===== config.mk =====
export PLATFORM = sky130hd
export DESIGN_NAME = rstsup_top
export DESIGN_NICKNAME = d
export VERILOG_FILES = /design/src/rtl/rstsup_pkg.sv /design/src/rtl/rstsup_sync.sv /design/src/rtl/rstsup_glitch.sv /design/src/rtl/rstsup_wdog.sv /design/src/rtl/rstsup_stretch.sv /design/src/rtl/rstsup_top.sv
export SDC_FILE = /design/constraint.sdc
export NUM_CORES = 1
export LEC_CHECK = 0
export BUFFER_PORTS_ARGS = -buffer_cell sky130_fd_sc_hd__buf_2
export CORE_MARGIN = 4
export CORE_UTILIZATION = 45
export CTS_CLUSTER_DIAMETER = 50
export DETAILED_ROUTE_END_ITERATION = 16
export SETUP_SLACK_MARGIN = 0.15
export SYNTH_ARGS = -nofsm -noshare
export SYNTH_HDL_FRONTEND = slang
export SYNTH_SLANG_ARGS = --single-unit

===== constraint.sdc =====
create_clock -name clk_i -period 2.02 [get_ports clk_i]
set_input_delay 0.101 -clock clk_i [delete_from_list [all_inputs] [get_ports clk_i]]
set_output_delay 0.101 -clock clk_i [all_outputs]
set_load 0.1 [all_outputs]

===== src/rtl/rstsup_pkg.sv =====
package rstsup_pkg;

  // Positions of the asynchronous inputs inside the shared synchronizer.
  localparam int unsigned ASYNC_W  = 3;
  localparam int unsigned BIT_PWR  = 0;
  localparam int unsigned BIT_KICK = 1;
  localparam int unsigned BIT_EXT  = 2;

  // Inactive levels: supply good, kick line high, reset pin released.
  localparam logic [ASYNC_W-1:0] ASYNC_IDLE = 3'b111;

endpackage


===== src/rtl/rstsup_sync.sv =====
module rstsup_sync #(
  parameter int unsigned      WIDTH   = 1,
  parameter int unsigned      STAGES  = 2,
  parameter logic [WIDTH-1:0] RST_VAL = '0
) (
  input  logic             clk_i,
  input  logic             arst_n_i,
  input  logic [WIDTH-1:0] d_i,
  output logic [WIDTH-1:0] q_o
);

  logic [STAGES-1:0][WIDTH-1:0] stage_q;

  always_ff @(posedge clk_i or negedge arst_n_i) begin
    if (!arst_n_i) begin
      for (int s = 0; s < STAGES; s++) stage_q[s] <= RST_VAL;
    end else begin
      stage_q[0] <= d_i;
      for (int s = 1; s < STAGES; s++) stage_q[s] <= stage_q[s-1];
    end
  end

  assign q_o = stage_q[STAGES-1];

endmodule


===== src/rtl/rstsup_glitch.sv =====
module rstsup_glitch #(
  parameter int unsigned GLITCH_CYC = 4
) (
  input  logic clk_i,
  input  logic arst_n_i,
  input  logic fail_i,
  output logic fail_o
);

  generate
    if (GLITCH_CYC <= 1) begin : g_pass
      logic fail_q;
      always_ff @(posedge clk_i or negedge arst_n_i) begin
        if (!arst_n_i) fail_q <= 1'b0;
        else           fail_q <= fail_i;
      end
      assign fail_o = fail_q;
    end else begin : g_filt
      localparam int unsigned CW = $clog2(GLITCH_CYC);
      localparam logic [CW-1:0] RUN_LAST = CW'(GLITCH_CYC - 1);

      logic [CW-1:0] run_q, run_d;
      logic          fail_q, fail_d;

      // Count consecutive fail samples; declare failure on the G-th one.
      always_comb begin
        run_d  = run_q;
        fail_d = fail_q;
        if (!fail_i) begin
          run_d  = '0;
          fail_d = 1'b0;
        end else if (run_q == RUN_LAST) begin
          fail_d = 1'b1;
        end else begin
          run_d = run_q + 1'b1;
        end
      end

      always_ff @(posedge clk_i or negedge arst_n_i) begin
        if (!arst_n_i) begin
          run_q  <= '0;
          fail_q <= 1'b0;
        end else begin
          run_q  <= run_d;
          fail_q <= fail_d;
        end
      end

      assign fail_o = fail_q;
    end
  endgenerate

endmodule


===== src/rtl/rstsup_wdog.sv =====
module rstsup_wdog #(
  parameter int unsigned WDOG_CYC = 64
) (
  input  logic clk_i,
  input  logic arst_n_i,
  input  logic hold_i,
  input  logic kick_n_i,
  output logic bite_o
);

  localparam int unsigned   CW       = $clog2(WDOG_CYC);
  localparam logic [CW-1:0] CNT_LAST = CW'(WDOG_CYC - 1);

  logic          kick_q;
  logic          kick_fall;
  logic [CW-1:0] cnt_q, cnt_d;
  logic          bite_q, bite_d;

  assign kick_fall = kick_q & ~kick_n_i;

  always_comb begin
    cnt_d  = cnt_q;
    bite_d = 1'b0;
    if (hold_i || kick_fall) begin
      cnt_d = '0;
    end else if (cnt_q == CNT_LAST) begin
      cnt_d  = '0;
      bite_d = 1'b1;
    end else begin
      cnt_d = cnt_q + 1'b1;
    end
  end

  always_ff @(posedge clk_i or negedge arst_n_i) begin
    if (!arst_n_i) begin
      kick_q <= 1'b1;
      cnt_q  <= '0;
      bite_q <= 1'b0;
    end else begin
      kick_q <= kick_n_i;
      cnt_q  <= cnt_d;
      bite_q <= bite_d;
    end
  end

  assign bite_o = bite_q;

endmodule


===== src/rtl/rstsup_stretch.sv =====
module rstsup_stretch #(
  parameter int unsigned HOLD_CYC = 16
) (
  input  logic clk_i,
  input  logic arst_n_i,
  input  logic req_i,
  output logic active_o
);

  localparam int unsigned   CW       = $clog2(HOLD_CYC);
  localparam logic [CW-1:0] CNT_LAST = CW'(HOLD_CYC - 1);

  logic          active_q, active_d;
  logic [CW-1:0] cnt_q, cnt_d;
  logic          cnt_en;

  assign cnt_en = req_i | active_q;

  always_comb begin
    active_d = active_q;
    cnt_d    = cnt_q;
    if (req_i) begin
      active_d = 1'b1;
      cnt_d    = '0;
    end else if (cnt_q == CNT_LAST) begin
      active_d = 1'b0;
      cnt_d    = '0;
    end else begin
      cnt_d = cnt_q + 1'b1;
    end
  end

  always_ff @(posedge clk_i or negedge arst_n_i) begin
    if (!arst_n_i) begin
      active_q <= 1'b1;
      cnt_q    <= '0;
    end else if (cnt_en) begin
      active_q <= active_d;
      cnt_q    <= cnt_d;
    end
  end

  assign active_o = active_q;

endmodule


===== src/rtl/rstsup_top.sv =====
module rstsup_top
  import rstsup_pkg::*;
#(
  parameter int unsigned SYNC_STAGES = 2,
  parameter int unsigned GLITCH_CYC  = 4,
  parameter int unsigned WDOG_CYC    = 64,
  parameter int unsigned HOLD_CYC    = 16
) (
  input  logic clk_i,
  input  logic rst_n_i,
  input  logic pwr_good_i,
  input  logic wdog_kick_n_i,
  input  logic ext_rst_n_i,
  output logic rst_o,
  output logic rst_n_o,
  output logic wr_lock_o
);

  logic               rst_int_n;
  logic [ASYNC_W-1:0] async_raw;
  logic [ASYNC_W-1:0] async_s;
  logic               ext_sn;
  logic               fail_flt;
  logic               wd_bite;
  logic               req;
  logic               rst_active;

  // Asynchronous assertion, synchronous release of the internal reset.
  rstsup_sync #(
    .WIDTH  (1),
    .STAGES (SYNC_STAGES),
    .RST_VAL(1'b0)
  ) u_rst_sync (
    .clk_i   (clk_i),
    .arst_n_i(rst_n_i),
    .d_i     (1'b1),
    .q_o     (rst_int_n)
  );

  assign async_raw[BIT_PWR]  = pwr_good_i;
  assign async_raw[BIT_KICK] = wdog_kick_n_i;
  assign async_raw[BIT_EXT]  = ext_rst_n_i;

  rstsup_sync #(
    .WIDTH  (ASYNC_W),
    .STAGES (SYNC_STAGES),
    .RST_VAL(ASYNC_IDLE)
  ) u_in_sync (
    .clk_i   (clk_i),
    .arst_n_i(rst_int_n),
    .d_i     (async_raw),
    .q_o     (async_s)
  );

  assign ext_sn = async_s[BIT_EXT];

  rstsup_glitch #(
    .GLITCH_CYC(GLITCH_CYC)
  ) u_glitch (
    .clk_i   (clk_i),
    .arst_n_i(rst_int_n),
    .fail_i  (~async_s[BIT_PWR]),
    .fail_o  (fail_flt)
  );

  rstsup_wdog #(
    .WDOG_CYC(WDOG_CYC)
  ) u_wdog (
    .clk_i   (clk_i),
    .arst_n_i(rst_int_n),
    .hold_i  (rst_active),
    .kick_n_i(async_s[BIT_KICK]),
    .bite_o  (wd_bite)
  );

  assign req = fail_flt | ~ext_sn | wd_bite;

  rstsup_stretch #(
    .HOLD_CYC(HOLD_CYC)
  ) u_stretch (
    .clk_i   (clk_i),
    .arst_n_i(rst_int_n),
    .req_i   (req),
    .active_o(rst_active)
  );

  assign rst_o     = rst_active;
  assign rst_n_o   = ~rst_active;
  assign wr_lock_o = rst_active;

endmodule


==> flow_summary.ini, run 1 <==
[outcome]
status = finished, final reports clean

[power]
seqPwrFrac_pct = 60.8
p_total_mw = 0.889
vdd_drop_max_mv = 0.652
p_clk_share_pct = 32.4
p_comb_share_pct = 6.8
switching_power_mw = 0.191
p_leak_nw = 0.477
powerDensity_mw_per_mm2 = 831
netSwitchingFraction_pct = 21.5
internal-power_mw = 0.698

[finish]
nets = 96
final_cell_mix = dfrtp_1 (16), nor2_1 (10), buf_2 (7), dfstp_2 (7), nand2_1 (6)
fillCellCount = 180
diodes = 0
drive_above_1_share_pct = 27.6
area_delta_synth_final_pct = 17.6
layout_commonest_cell = dfrtp_1

[timing]
relSlewSlack_pct = 46.3
hold_viol = 0
period_needed_ns = 1.53
slew_violations = 0
hold_ws_ns = 0.0810
worst_slew_pin_slew_ns = 0.806
setup_ws_ns = 0.486
finalCritPeriodShare_pct = 75.9
setup_tns_ns = 0
timing.fmax_mhz = 652
grt_setup_unrepaired = false
setup_viol = 0
fin_skew_ns = 0.00277

[synthesis]
synth-edff-count = 0
syn_area_sq_um = 910
ys_types = 24
syn_area_per_cell_sq_um = 12.5
synthCells = 73
synth_warnings = 0
ys_seq_area_share_pct = 67.1
synth_ff_type = dfrtp_1
async_reset_ff_share_pct = 100
synth_fp_nets = 81
synth_seq_cells = 24

[route]
drc_errors = 0
wl_per_cell_microns = 10.6
drt-total-wl_mm = 1.21
drt_iter0_drc = 4
firstDrtPassIters = 3
avgViaCountPerCell = 4.70
ant_nets = 0
vias = 536

[place]
io_buffers = 7
gp_congestion = 0.728
pre_cts_slack_ns = 0.660
place_hpwl_microns = 857

[floorplan]
chipWidth_microns = 53.0
core-area_sq_mm = 0.00194
dieHeight_microns = 53.0
die-area_sq_mm = 0.00280
start_util_pct = 46.8
rows = 16
io_pins = 8

[grt]
grt_usage_pct = 11.9
grt_max_degree = 23
antenna_found_initial = 0
grt_overflow_total = 0
grt_pass1_vias = 553
grt_pass1_wl_mm = 2.33

[worst_setup_path]
rrSetupSlack_ns = 0.67
path_cells = buf_2
cp_max_fo = 8
startpoint_type = flop
cp_num_buf_inv = 1
arrival_ns = 1.43
worstSetupEndpointType = primary output
crit_family = flip-flops
slowest_stage = dfstp_4
crit_type = flop to primary output
required_ns = 1.92
critPathMaxStageDelay_ns = 0.69

[clocking]
clk_latency_ns = 0.31
cts_max_level = 1
numCtsBuffers = 3
clock_path_buffers = 2
cts_resized = 0
numClockSinks = 24
cts_root_buffer = clkbuf_4
clkSlewWorstSetupHoldPaths_ns = 0.12
cts_tree = done

[run]
maxCapViolCount = 0

[worst_hold_path]
holdCritPathClass = primary input to asynchronous set/reset pin
==> final cells by class <==
cell class | count | area (sq um) | area share, %
repair buffers | 11 | 75.1 | 7.02
inverters | 3 | 15.0 | 1.40
clock buffers | 4 | 47.5 | 4.44
well taps | 27 | 33.8 | 3.16
multi-input cells | 45 | 284 | 26.5
flip-flops and latches | 24 | 614 | 57.4
==> synthesized netlist by cell type (2+ instances only) <==
cell type	n	share of area, %
inv_1	3	1.2
nand2_1	6	2.5
or3_1	2	1.4
xnor2_1	2	1.9
mux2i_1	2	2.2
xor2_1	3	2.9
dfrtp_1	16	44
ha_1	3	4.1
a21oi_1	3	1.7
o21ai_0	2	1.1
nor2_1	10	4.1
dfstp_2	8	23
nor3_1	2	1.1
==> repair_timing <==
item / CTS / global route
hold buffers: 4 / 0
endpoints found under the hold margin: 5 / 0
setup buffers: 0 / 0
==> sequential cells by signal, summed over array words and instances (netlist names) <==
signal                 flops
u_glitch.fail_o            1
u_glitch.g_filt.run_q      2
u_in_sync.q_o              3
u_in_sync.stage_q          3
u_rst_sync.q_o             1
u_rst_sync.stage_q         1
u_stretch.active_o         1
u_stretch.cnt_q            4
u_wdog.bite_o              1
u_wdog.cnt_q               6
u_wdog.kick_q              1
==> power by group through the flow <==
stage / registers [mW] / logic [mW] / clock network [mW]
global route: 0.548 / 0.0741 / 0.316
global placement: 0.549 / 0.0534 / 0
finish: 0.540 / 0.0602 / 0.288
floorplan: 0.544 / 0.0446 / 0
detailed placement: 0.551 / 0.0561 / 0
CTS: 0.542 / 0.0617 / 0.305
==> kinds of logic after synthesis <==
group	after synthesis	share of synthesized area, %
AOI/OAI and AO/OA	8	5.50
xor gates and xnor gates	5	4.82
adders and majority gates	3	4.13
buffers and inverters	4	2.06
DFF	24	67.1
muxes	2	2.20
other	1	0.412
and+or+nand+nor	26	13.8
==> per-stage QoR <==
stage,cell area [sq um],cells,utilization (%)
6_report,1070,114,55.1
4_1_cts,1070,114,55.1
3_3_place_gp,982,106,50.6
2_1_floorplan,921,73,-
3_5_place_dp,982,106,50.6
5_1_grt,1070,114,55.1
==> routing by layer <==
layer / share of wire [%] / up-vias / global-route usage [%]
li1: - / 265 / -
met1: 47 / 258 / 14.3
met2: 46 / 9 / 18.0
met3: 3.4 / 4 / 3.38
met4: 3.4 / 0 / 8.94
met5: 0 / - / 0
==> final timing paths <==
path | cells after the start | startpoint | to
max | 1 | u_stretch.active_o | rst_o
min reg2reg | 0 | u_rst_sync.q_o | u_glitch.g_filt.run_q[1]
min in group clk_i | 0 | u_in_sync.stage_q[0] | u_in_sync.q_o[0]
max reg2reg | 4 | u_wdog.cnt_q[0] | u_wdog.bite_o
max in group asynchronous | 0 | u_rst_sync.q_o | u_wdog.cnt_q[3]
min | 2 | rst_n_i | u_rst_sync.stage_q[0]
Note: power is estimated with default switching activity, not from simulation.
==> run 2: changes to the inputs <==
--- a/config.mk
+++ b/config.mk
@@ -10,6 +10,7 @@
 export CORE_UTILIZATION = 45
 export CTS_CLUSTER_DIAMETER = 50
 export DETAILED_ROUTE_END_ITERATION = 16
+export PLACE_DENSITY = 0.65
 export SETUP_SLACK_MARGIN = 0.15
 export SYNTH_ARGS = -nofsm -noshare
 export SYNTH_HDL_FRONTEND = slang
==> constraint.sdc (replaced) <==
create_clock -name clk_i -period 1.25 [get_ports clk_i]
set_input_delay 0.0625 -clock clk_i [delete_from_list [all_inputs] [get_ports clk_i]]
set_output_delay 0.0625 -clock clk_i [all_outputs]
set_load 0.1 [all_outputs]
==> flow_summary.ini, run 2 (same netlist as run 1, synthesis figures left out) <==
[timing]
slew_violations = 0
grt_setup_unrepaired = true
period_needed_ns = 1.33
setup_viol = 6
timing.fmax_mhz = 754
setup_ws_ns = -0.0756
hold_viol = 0
fin_skew_ns = 0.00399
finalCritPeriodShare_pct = 106

[grt]
grt_pass1_wl_mm = 2.57
antenna_found_initial = 0
grt_pass1_vias = 598
grt_max_degree = 15
grt_overflow_total = 0
grt_usage_pct = 13.1

[finish]
final_area_sq_mm = 0.00127
final_cell_mix = dfrtp_1 (16), nor2_1 (9), buf_4 (7), dfstp_2 (7), nand2_1 (5)
diodes = 0
layout_commonest_cell = dfrtp_1
regMostFlops = u_wdog.cnt_q
area_delta_synth_final_pct = 40.0
reg.largest.list = u_wdog.cnt_q (6), u_stretch.cnt_q (4)
final_core_utilization_pct = 65.6
fin_cells = 125
nets = 107
drive_above_1_share_pct = 44.9
largest_register_ff_count = 6

[worst_setup_path]
worstSetupEndpointType = primary output
critPathMaxStageDelay_ns = 0.67
arrival_ns = 1.26
cp_max_fo = 4
crit_path_start = u_stretch.active_o
startpoint_type = flop
rrSetupSlack_ns = -0.01
path_cells = clkinvlp_4 > buf_12
rr_endpoint = u_stretch.cnt_q[3]
required_ns = 1.19
slowest_stage = dfstp_4
crit_type = flop to primary output
rr_startpoint = u_stretch.active_o
rr_worst_depth = 3

[clocking]
clk_latency_ns = 0.31
numCtsBuffers = 3
clkSlewWorstSetupHoldPaths_ns = 0.13
cts_tree = done
cts_root_buffer = clkbuf_4
cts_max_level = 1
numClockSinks = 24
clock_path_buffers = 2

[route]
drc_errors = 0
ant_nets = 0
wl_per_cell_microns = 11.8
drt_iter0_drc = 8
drt-total-wl_mm = 1.48
vias = 599
avgViaCountPerCell = 4.79
firstDrtPassIters = 3

[worst_hold_path]
holdCritPathClass = primary input to asynchronous set/reset pin

[power]
p_leak_nw = 0.557
powerDensity_mw_per_mm2 = 1200
vdd_drop_max_mv = 0.764

[floorplan]
core-area_sq_mm = 0.00194
io_pins = 8
chipWidth_microns = 53.0
rows = 16
dieHeight_microns = 53.0
die-area_sq_mm = 0.00280
start_util_pct = 46.8

[outcome]
status = complete, but fails checks
violations = negative setup slack

[place]
io_buffers = 7
pre_cts_slack_ns = -0.0988
dpl-instance-area_sq_mm = 0.00107
gp_congestion = 0.725
place_hpwl_microns = 957
dp.cells = 113

[run]
maxCapViolCount = 0
run 2: cell count changes in the layout (fill, tap and decap cells not counted), moves of 2 or more:
cell / change
buf_4: +7
buf_6: +4
buf_12: +3
buf_2: -3
and3_4: +2
nor3_1: -2
run 2: how the worst max path moves through the flow:
stage                       to
2_1_floorplan    u_wdog.bite_o
3_3_place_gp   u_wdog.cnt_q[5]
3_5_place_dp   u_wdog.cnt_q[0]
4_1_cts                rst_n_o
5_1_grt                rst_n_o
6_report               rst_n_o
run 2: power by group:
| group | leakage [nW] | internal (mW) | switching (mW) |
|---|---|---|---|
| registers | 0.298 | 0.831 | 0.0320 |
| logic | 0.231 | 0.0587 | 0.0629 |
| clock network | 0.0279 | 0.324 | 0.224 |
| total | 0.557 | 1.21 | 0.319 |
run 2: cell type report:
| class | instances | area [sq um] |
|---|---|---|
| repair buffers | 22 | 218 |
| fillers | 138 | 668 |
| multi-input cells | 45 | 340 |
| well taps | 27 | 33.8 |
| flip-flops and latches | 24 | 614 |
| clock inverters | 1 | 30.0 |
| clock buffers | 3 | 22.5 |
| inverters | 3 | 15.0 |
run 2: critical path, delay by kind of cell, from the launching register on:
kind	cells	cell delay (ns)
buffers and inverters	2	0.28
flip-flops	1	0.67
run 2: metrics by stage:
step                total power, mW  hold WS [ns]  setup TNS [ns]
floorplan                     0.952        -0.233           -4.54
global placement              0.979        -0.152         -0.0236
detailed placement            0.987        -0.146          -0.273
CTS                            1.55        0.0337          -0.247
global route                   1.61        0.0310          -0.589
finish                         1.53        0.0434          -0.217
run 2: what timing repair did:
| item | 4_1_cts | 5_1_grt |
|---|---|---|
| endpoints found under the setup margin | 11 | 14 |
| gates resized for setup | 16 | 4 |
| endpoints found under the hold margin | 5 | 0 |
| pin swaps | 8 | 5 |
| hold buffers | 4 | 0 |
| buffers inserted | 4 | 0 |
run 2: metal layers:
layer,vias to the layer above,part of all wire [%],global-route usage (%)
met2,11,49,21.3
met4,0,3.0,8.94
li1,290,-,-
met1,294,44,15.1
met3,4,3.4,3.38
met5,-,0,0
